### src/rtl/pll_div_search.sv
module pll_div_search #(
  parameter int REF_KHZ     = 12288,
  parameter int REQ_W       = 20,
  parameter int P_MAX       = 4,
  parameter int N_MAX       = 31,
  parameter int M_MIN       = 40,
  parameter int M_MAX       = 255,
  parameter int PFD_MIN_KHZ = 1000,
  parameter int VCO_MIN_KHZ = 170000,
  parameter int VCO_MAX_KHZ = 340000,
  parameter int M_W         = 8,
  parameter int N_W         = 5,
  parameter int P_W         = 3
) (
  input  logic                     clk,
  input  logic                     rst_n,
  input  logic                     start,
  input  logic [REQ_W-1:0]         req_khz,
  output logic                     busy,
  output logic                     done,
  output logic                     no_fit,
  output logic [M_W+N_W+P_W-1:0]   pll_word
);

  localparam int D_W    = $clog2((N_MAX + 1) << P_MAX) + 1;
  localparam int DV_W   = REQ_W + D_W;
  localparam int CNT_W  = $clog2(DV_W + 1);
  localparam int Q_W    = M_W + 1;
  localparam int WORD_W = M_W + N_W + P_W;

  typedef enum logic [2:0] {S_IDLE, S_CAND, S_DIVQ, S_TEST, S_DIVO, S_SCORE} state_t;

  state_t             state;
  logic [P_W-1:0]     p_q;
  logic [N_W-1:0]     n_q;
  logic [REQ_W-1:0]   req_r;
  logic [DV_W:0]      dv_rem;
  logic [DV_W-1:0]    dv_quo;
  logic [DV_W-1:0]    dv_den;
  logic [CNT_W-1:0]   dv_cnt;
  logic [Q_W-1:0]     cand_q;
  logic [31:0]        best_err;
  logic [Q_W-1:0]     best_q;
  logic [N_W-1:0]     best_n;
  logic [P_W-1:0]     best_p;
  logic               found;
  logic [WORD_W-1:0]  word_r;
  logic               nofit_r;
  logic               done_r;

  // candidate geometry
  logic [D_W-1:0] n_inc, cur_d;
  logic [31:0]    n_plus;
  logic           pfd_ok;
  assign n_inc  = {{(D_W-N_W){1'b0}}, n_q} + D_W'(1);
  assign cur_d  = n_inc << p_q;
  assign n_plus = 32'(n_q) + 32'd1;
  assign pfd_ok = 32'(REF_KHZ) >= 32'(PFD_MIN_KHZ) * n_plus;

  // one restoring divider step per cycle
  logic [DV_W:0]   rem_sh, rem_nx;
  logic [DV_W-1:0] quo_nx;
  logic            sub_ok, dv_last;
  assign rem_sh  = {dv_rem[DV_W-1:0], dv_quo[DV_W-1]};
  assign sub_ok  = rem_sh >= {1'b0, dv_den};
  assign rem_nx  = sub_ok ? rem_sh - {1'b0, dv_den} : rem_sh;
  assign quo_nx  = {dv_quo[DV_W-2:0], sub_ok};
  assign dv_last = dv_cnt == CNT_W'(DV_W - 1);

  // candidate test, dv_quo holds q in S_TEST
  logic        q_over, m_ok, vco_ok;
  logic [31:0] ref_q;
  assign q_over = dv_quo > DV_W'(M_MAX + 1);
  assign m_ok   = dv_quo >= DV_W'(M_MIN + 1);
  assign ref_q  = 32'(REF_KHZ) * 32'(dv_quo[Q_W-1:0]);
  assign vco_ok = (ref_q >= 32'(VCO_MIN_KHZ) * n_plus) &&
                  (ref_q <  32'(VCO_MAX_KHZ + 1) * n_plus);

  // scoring, dv_quo holds output frequency in S_SCORE
  logic [31:0] out_f, req_f, err;
  logic        take;
  assign out_f = 32'(dv_quo);
  assign req_f = 32'(req_r);
  assign err   = (req_f > out_f) ? req_f - out_f : out_f - req_f;
  assign take  = (state == S_SCORE) && (err <= best_err);

  // sweep stepping
  logic go_p, go_n, wrap_p, finish;
  always_comb begin
    go_p = 1'b0;
    go_n = 1'b0;
    case (state)
      S_CAND:  go_p = !pfd_ok;
      S_TEST:  begin
                 if (q_over) go_p = 1'b1;
                 else if (!(m_ok && vco_ok)) go_n = 1'b1;
               end
      S_SCORE: go_n = 1'b1;
      default: ;
    endcase
  end
  assign wrap_p = go_p || (go_n && n_q == N_W'(N_MAX));
  assign finish = wrap_p && p_q == P_W'(P_MAX);

  logic [Q_W-1:0] fin_q;
  logic [N_W-1:0] fin_n;
  logic [P_W-1:0] fin_p;
  logic           fin_found;
  logic [Q_W-1:0] fin_m;
  assign fin_q     = take ? cand_q : best_q;
  assign fin_n     = take ? n_q    : best_n;
  assign fin_p     = take ? p_q    : best_p;
  assign fin_found = take || found;
  assign fin_m     = fin_q - Q_W'(1);

  always_ff @(posedge clk or negedge rst_n) begin
    if (!rst_n) begin
      state    <= S_IDLE;
      p_q      <= '0;
      n_q      <= '0;
      req_r    <= '0;
      dv_rem   <= '0;
      dv_quo   <= '0;
      dv_den   <= '0;
      dv_cnt   <= '0;
      cand_q   <= '0;
      best_err <= '0;
      best_q   <= '0;
      best_n   <= '0;
      best_p   <= '0;
      found    <= 1'b0;
      word_r   <= '0;
      nofit_r  <= 1'b0;
      done_r   <= 1'b0;
    end else begin
      done_r <= 1'b0;
      case (state)
        S_IDLE: if (start) begin
          req_r    <= req_khz;
          p_q      <= '0;
          n_q      <= '0;
          best_err <= 32'(REF_KHZ);
          found    <= 1'b0;
          state    <= S_CAND;
        end
        S_CAND: if (pfd_ok) begin
          dv_rem <= '0;
          dv_quo <= DV_W'(req_r) * DV_W'(cur_d);
          dv_den <= DV_W'(REF_KHZ);
          dv_cnt <= '0;
          state  <= S_DIVQ;
        end
        S_DIVQ, S_DIVO: begin
          dv_rem <= rem_nx;
          dv_quo <= quo_nx;
          dv_cnt <= dv_cnt + CNT_W'(1);
          if (dv_last) state <= (state == S_DIVQ) ? S_TEST : S_SCORE;
        end
        S_TEST: if (!q_over && m_ok && vco_ok) begin
          cand_q <= dv_quo[Q_W-1:0];
          dv_rem <= '0;
          dv_quo <= DV_W'(ref_q);
          dv_den <= DV_W'(cur_d);
          dv_cnt <= '0;
          state  <= S_DIVO;
        end
        S_SCORE: if (take) begin
          best_err <= err;
          best_q   <= cand_q;
          best_n   <= n_q;
          best_p   <= p_q;
          found    <= 1'b1;
        end
        default: state <= S_IDLE;
      endcase

      if (finish) begin
        state   <= S_IDLE;
        done_r  <= 1'b1;
        nofit_r <= !fin_found;
        word_r  <= fin_found ? {fin_m[M_W-1:0], fin_n, fin_p} : '0;
      end else if (wrap_p) begin
        p_q   <= p_q + P_W'(1);
        n_q   <= '0;
        state <= S_CAND;
      end else if (go_n) begin
        n_q   <= n_q + N_W'(1);
        state <= S_CAND;
      end
    end
  end

  assign busy     = state != S_IDLE;
  assign done     = done_r;
  assign no_fit   = nofit_r;
  assign pll_word = word_r;

  p_done_pulse_r9: assert property (@(posedge clk) disable iff (!rst_n)
    done |=> !done);
  p_done_idle_r9: assert property (@(posedge clk) disable iff (!rst_n)
    done |-> !busy);
  p_busy_rise_r9: assert property (@(posedge clk) disable iff (!rst_n)
    (!busy && start) |=> busy);
  p_nofit_zero_r7: assert property (@(posedge clk) disable iff (!rst_n)
    no_fit |-> pll_word == '0);
  p_m_floor_r3: assert property (@(posedge clk) disable iff (!rst_n)
    (done && !no_fit) |-> pll_word[WORD_W-1 -: M_W] >= M_W'(M_MIN));
  p_p_range_r6: assert property (@(posedge clk) disable iff (!rst_n)
    done |-> pll_word[P_W-1:0] <= P_W'(P_MAX));
  p_hold_r10: assert property (@(posedge clk) disable iff (!rst_n)
    !done |=> (done || ($stable(pll_word) && $stable(no_fit))));
  p_no_restart_r8: assert property (@(posedge clk) disable iff (!rst_n)
    (busy && start && !finish) |=> busy);

endmodule

### config.mk
export PLATFORM = sky130hd
export DESIGN_NAME = pll_div_search
export DESIGN_NICKNAME = d
export VERILOG_FILES = /design/src/rtl/pll_div_search.sv
export SDC_FILE = /design/constraint.sdc
export NUM_CORES = 1
export LEC_CHECK = 0
export ABC_CLOCK_PERIOD_IN_PS = 7250
export BUFFER_PORTS_ARGS = -buffer_cell sky130_fd_sc_hd__buf_4
export CORE_AREA = 2 2 245 151
export CTS_CLUSTER_SIZE = 12
export DETAILED_ROUTE_END_ITERATION = 8
export DIE_AREA = 0 0 247 153
export PLACE_DENSITY = 0.78
export SETUP_SLACK_MARGIN = 0.2
export SYNTH_ARGS = -nofsm -noshare
export SYNTH_HDL_FRONTEND = slang
export SYNTH_SLANG_ARGS = --single-unit
### constraint.sdc
create_clock -name clk -period 7.25 [get_ports clk]
set_clock_uncertainty 0.1 [all_clocks]
set_input_delay 0.3625 -clock clk [delete_from_list [all_inputs] [get_ports clk]]
set_output_delay 0.3625 -clock clk [all_outputs]
set_load 0.01 [all_outputs]
# Word-level counts from Yosys, hierarchy flattened
# Cells that the tools add are included.
totals:
  register_bits: 203
  out_inout_bits: 19
classes:
  n_reduce_logical: 24
  magnitude_cmp: 8
  n_mux: 48
  multipliers: 5
  addsub: 9
  n_shift: 1
  n_eq_ne: 17
ops:
  columns: ["operator", "n"]
  rows:
  - ["30-bit 2-to-1 mux", 7]
  - ["30-bit one-hot mux with 3 select lines", 2]
  - ["32-bit 2-to-1 mux", 3]
  - ["32-bit one-hot mux with 2 select lines", 1]
  - ["30-bit one-hot mux with 2 select lines", 1]
  - ["5-bit 2-to-1 mux", 8]
  - ["3-bit 2-to-1 mux", 13]
  - ["32-bit <= comparator", 1]
  - ["31-bit by 30-bit >= comparator with 1-bit output", 1]
  - ["20-bit by 30-bit subtractor with 31-bit output", 1]
  - ["30-bit by 20-bit subtractor with 31-bit output", 1]
  - ["30-bit by 6-bit >= comparator with 1-bit output (second input constant)", 1]
  - ["20-bit by 30-bit greater-than comparator with 1-bit output", 1]
  - ["30-bit by 9-bit greater-than comparator with 1-bit output (second input constant)", 1]
  - ["20-bit by 10-bit multiplier with 30-bit output", 1]
  - ["30-bit subtractor", 1]
  - ["23-bit by 25-bit < comparator with 1-bit output", 1]
  - ["19-bit by 6-bit multiplier with 25-bit output (first input constant)", 1]
  - ["23-bit by 24-bit >= comparator with 1-bit output", 1]
  - ["14-bit by 6-bit multiplier with 20-bit output (first input constant)", 1]
  - ["5-bit inequality test (second input constant)", 4]
  - ["14-bit by 16-bit >= comparator with 1-bit output (first input constant)", 1]
  - ["16-bit 2-to-1 mux", 1]
  - ["3-bit one-hot mux with 5 select lines", 1]
  - ["27 further kinds", 57]

# Longest topological paths before layout
logic_depth:
  ltp_word: 13
  ltp_mapped: 31
  depth_no_buf: 29

# Worst setup path after synthesis
# No wires, ideal clock.
synth_path:
  path_type: "register to register"
  startpoint: "reg n_q[0]"
  endpoint: "reg dv_quo[26]"
  t_arrival_ns: 7.548
  path_stages_with_launch: 27
  path_buffers: 2
  path_slack_ns: -0.529
  path_cell_list: "dfrtp_1 buf_1 nand3_1 xnor2_1 inv_1 nor2_1 a21oi_1 nor2_1 a21oi_1 mux2i_1 clkbuf_1 nand2_1 fa_1 inv_1 fa_1 fa_1 fa_1 fa_1 ha_1 a21o_1 o41a_1 or4_1 nand2_1 o31ai_1 xor2_1 a221oi_1 a21oi_1"
synth_via:
  elab_chain_cells: 7
  elab_cells_between_ends: 17
synth_rtl:
  columns: ["item", "line", "text"]
  rows:
  - ["from (decl)", "35", "logic [N_W-1:0] n_q;"]
  - ["from (signal assigned)", "187", "n_q <= n_q + N_W'(1);"]
  - ["5-bit by 1-bit adder with 6-bit output", "55, 57", null]
  - ["19-bit by 6-bit multiplier with 25-bit output or 14-bit by 6-bit multiplier with 20-bit output (tied branches)", "77, 76", null]
  - ["23-bit by 25-bit < comparator with 1-bit output or 23-bit by 24-bit >= comparator with 1-bit output (tied branches)", "77, 76", null]
  - ["1-bit logical AND", "76", "assign vco_ok = (ref_q >= 32'(VCO_MIN_KHZ) * n_plus) &&"]
  - ["1-bit logical AND", "159", "S_TEST: if (!q_over && m_ok && vco_ok) begin"]
  - ["2-bit inequality test (no line)", null, null]
  - ["3-bit AND reduction (no line)", null, null]
  - ["to (signal assigned)", "148", "dv_quo <= DV_W'(req_r) * DV_W'(cur_d);"]
  - ["to (signal assigned)", "155", "dv_quo <= quo_nx;"]
  - ["to (signal assigned)", "162", "dv_quo <= DV_W'(ref_q);"]
  - ["to (decl)", "38", "logic [DV_W-1:0] dv_quo;"]
# Several ways; a longest one is shown, not always the timed one. The select of a mux whose other input is x is not followed.
# A chain may end at the register's enable or synchronous reset.

# Final worst setup path
layout_path:
  startpoint: "reg n_q[0]"
  endpoint: "reg dv_quo[21]"
# Same word-level chain as after synthesis.

==> results by group <==
STA
  • Final hold violation count: 0
  • Final setup violating endpoints: 0
  • Slew Limit Headroom: 0.163
  • Final period utilization: 0.967
  • Minimum clock period after layout: 7010 ps
  • RSZ-0062 raised after global routing: true
  • Fmax: 143 MHz
  • Slew @ Worst Pin: 1250 ps
  • Pins Over Slew Limit: 0
  • Setup tns final: 0 ps

Die
  • Initial Utilization: 0.581
  • Die H: 153 um
  • Chip width: 247 um
  • Core area: 0.0356 mm2
  • Die footprint: 0.0378 mm2
  • Number of I/O pins: 42
  • Core Rows: 54

Yosys
  • Post-Synth Simple-Gate Area: 0.159
  • Post-synth top flop: dfrtp_1
  • Yosys reg bits: 181
  • Largest family of logic cells by synthesized area: adder cells
  • Mux share of post-synthesis cell area: 0.0319
  • Main area contributors after synthesis: dfrtp_1, fa_1, ha_1
  • Most common library cells after synthesis: nand2_1, inv_1, ha_1, dfrtp_1, fa_1
  • Post-synth top area share: 0.219
  • Synthesized instance count: 2373
  • Xor/xnor cell area share of the yosys netlist: 0.0447
  • Post-Synth Adder-Cell Area: 0.303
  • Post-synth ARST share: 1.00
  • Syn Nets: 2801
  • EDFF count, synth: 0
  • Netlist Area Pre-Place: 0.0207 mm2
  • Synthesis Warnings: 0
  • Avg Synthesized Cell Area: 8.72 um2
  • Complex-gate fraction of the synthesized area: 0.174
  • Top cell type by total area after synthesis: dfrtp_1
  • Count leader, synth: nand2_1
  • Yosys cell types: 80
  • Register area share after synthesis: 0.219

Cells and area
  • Sequential cell area: 0.00454 mm2
  • Nets: 2881
  • P&R area growth vs syn: 13.4%
  • # fillers: 2882
  • Multi-input logic area: 0.0153 mm2
  • Diodes inserted: 0
  • Share of cells above drive strength 1: 0.148

Routing
  • Antenna Nets Post-Route: 0
  • Vias/cell: 6.26
  • WL final: 64900 um
  • DRT Pass-1 Iters: 9
  • DRC viols: 0
  • Via count: 18400
  • Avg WL per Cell: 22.1 um
  • Initial detailed-routing violation count: 1894

Global route
  • Largest net degree at the start of global routing: 114
  • Grt total ovfl: 0
  • Global-route wire length before repair: 101000 um
  • Initial antenna violation count: 0
  • GR Util All Layers: 0.344
  • Vias in the first global route: 18100

Clock tree
  • Clock Sinks: 181
  • Clk buf depth: 2
  • CTS H-Tree Depth: 4
  • CTS Buf Count: 17
  • CTS tree: yes
  • Clock root buffer master: clkbuf_16
  • Clk_lat worst skew: 460 ps
  • Clk slew on worst S/H paths: 80 ps

Worst setup path
  • CP max stage cell: fa_1
  • CP endpoint kind: register
  • CP max stage delay: 580 ps
  • Crit path kind: register to register
  • Critical Path RT: 7520 ps
  • Cell mode on critical path: fa_1
  • Critical Path AT: 7280 ps
  • Setup crit start kind: register
  • Crit-path max FO: 7

Run
  • Max-cap violations: 0

Place
  • Detailed Place HPWL: 50200 um
  • IO buf count: 41
  • Routability congestion estimate: 0.985

Outcome
  • Outcome: completed

Worst hold path
  • Hold/Removal Path Class: primary input to register
[state kept, by name, indices dropped and copies added (netlist names)]
register and flops:
best_err 31, dv_quo 30, dv_rem 30, req_r 20
pll_word 16, dv_den 11, best_q 8, cand_q 8
best_n 5, dv_cnt 5, n_q 5, best_p 3
p_q 3, state 3, done 1, found 1
no_fit 1
[logic make-up after synthesis]
logic type                 after synthesis
and+or+nand+nor                        711
DFF                                    181
buffers and inverters                  367
muxes                                   61
adders and majority gates              405
AOI/OAI and AO/OA                      543
other                                    1
xor gates and xnor gates               104
[metal layers]
metal,global-route usage,wire length (um),vias up
li1,-,-,8314
met1,0.496,27700,8977
met2,0.472,26200,1006
met3,0.149,9550,119
met4,0.0841,1440,0
met5,0,0,-
[layout by cell type (no fill, tap or decap), types with 13 or more instances in the layout]
| master | Yosys | routed |
|---|---|---|
| a211oi_1 | 22 | 21 |
| a21o_1 | 63 | 63 |
| a21oi_1 | 129 | 117 |
| a22o_1 | 18 | 18 |
| and2_1 | 33 | 32 |
| and3_1 | 25 | 24 |
| buf_4 | 1 | 151 |
| clkbuf_16 | 0 | 19 |
| dfrtp_1 | 181 | 176 |
| fa_1 | 159 | 146 |
| fa_2 | 0 | 13 |
| ha_1 | 246 | 229 |
| ha_4 | 0 | 13 |
| inv_1 | 252 | 249 |
| mux2_2 | 39 | 39 |
| mux2i_1 | 22 | 18 |
| nand2_1 | 293 | 290 |
| nand2b_1 | 20 | 20 |
| nand3_1 | 41 | 40 |
| nand4_1 | 23 | 23 |
| nor2_1 | 152 | 141 |
| nor2b_1 | 21 | 20 |
| nor3_1 | 43 | 43 |
| o211ai_1 | 14 | 14 |
| o21a_1 | 17 | 17 |
| o21ai_0 | 127 | 117 |
| or3_1 | 14 | 14 |
| xnor2_1 | 59 | 58 |
| xor2_1 | 44 | 43 |
[cell type report]
cell class                 count  share of cell area
multi-input combinational   1826               0.651
sequential                   181               0.193
timing repair buffer         172              0.0649
inverter                     255              0.0408
tap                          476              0.0254
clock buffer                  17              0.0181
clock inverter                14             0.00656
[what timing repair did]
item                                    in CTS  in global routing
pin swaps                                    7                 70
buffers inserted                             5                 26
gates resized for setup                     22                 87
hold buffers                                 1                  0
endpoints found under the setup margin       8                 21
endpoints found under the hold margin        8                  0
cloned                                       2                  3
[worst max-delay path, delay by kind of cell (launching register included)]
kind / cells / cell delay (ps)
AO/OA/AOI/OAI: 7 / 1020
XOR/XNOR: 1 / 210
adder cells (fa/ha/maj): 7 / 3110
buffers and inverters: 7 / 910
flip-flops: 1 / 410
AND/OR/NAND/NOR: 8 / 1170
[final timing paths]
path                                            start                 endpoint  slack (ps)  cells after the start
worst max register to register       n_q[0]$_DFF_PN0_   dv_quo[21]$_DFFE_PN0P_         240                     30
worst max-delay path                 n_q[0]$_DFF_PN0_   dv_quo[21]$_DFFE_PN0P_         240                     30
min in group asynchronous                       rst_n  best_err[0]$_DFFE_PN0P_         530                      2
worst min-delay path                       req_khz[1]     req_r[1]$_DFFE_PN0P_          30                      2
max in group asynchronous                       rst_n         n_q[1]$_DFF_PN0_        4990                      3
worst min register to register  cand_q[7]$_DFFE_PN0P_    cand_q[7]$_DFFE_PN0P_         390                      2
[per-stage QoR]
| stage | util | std cells | worst slack (ps) | area, um2 | hold slack (ps) |
|---|---|---|---|---|---|
| floorplan | - | 2373 | 201 | 20700 | -33.1 |
| global placement | 0.618 | 2873 | 216 | 22000 | 362 |
| detailed placement | 0.618 | 2873 | 58.0 | 22000 | 371 |
| CTS | 0.640 | 2912 | 204 | 22800 | 25.1 |
| global route | 0.659 | 2941 | 53.9 | 23500 | 33.0 |
| finish | 0.659 | 2941 | 241 | 23500 | 33.1 |
Power is not shown: default switching activity piles up to over one toggle a cycle in this logic, so the estimate is an artifact.
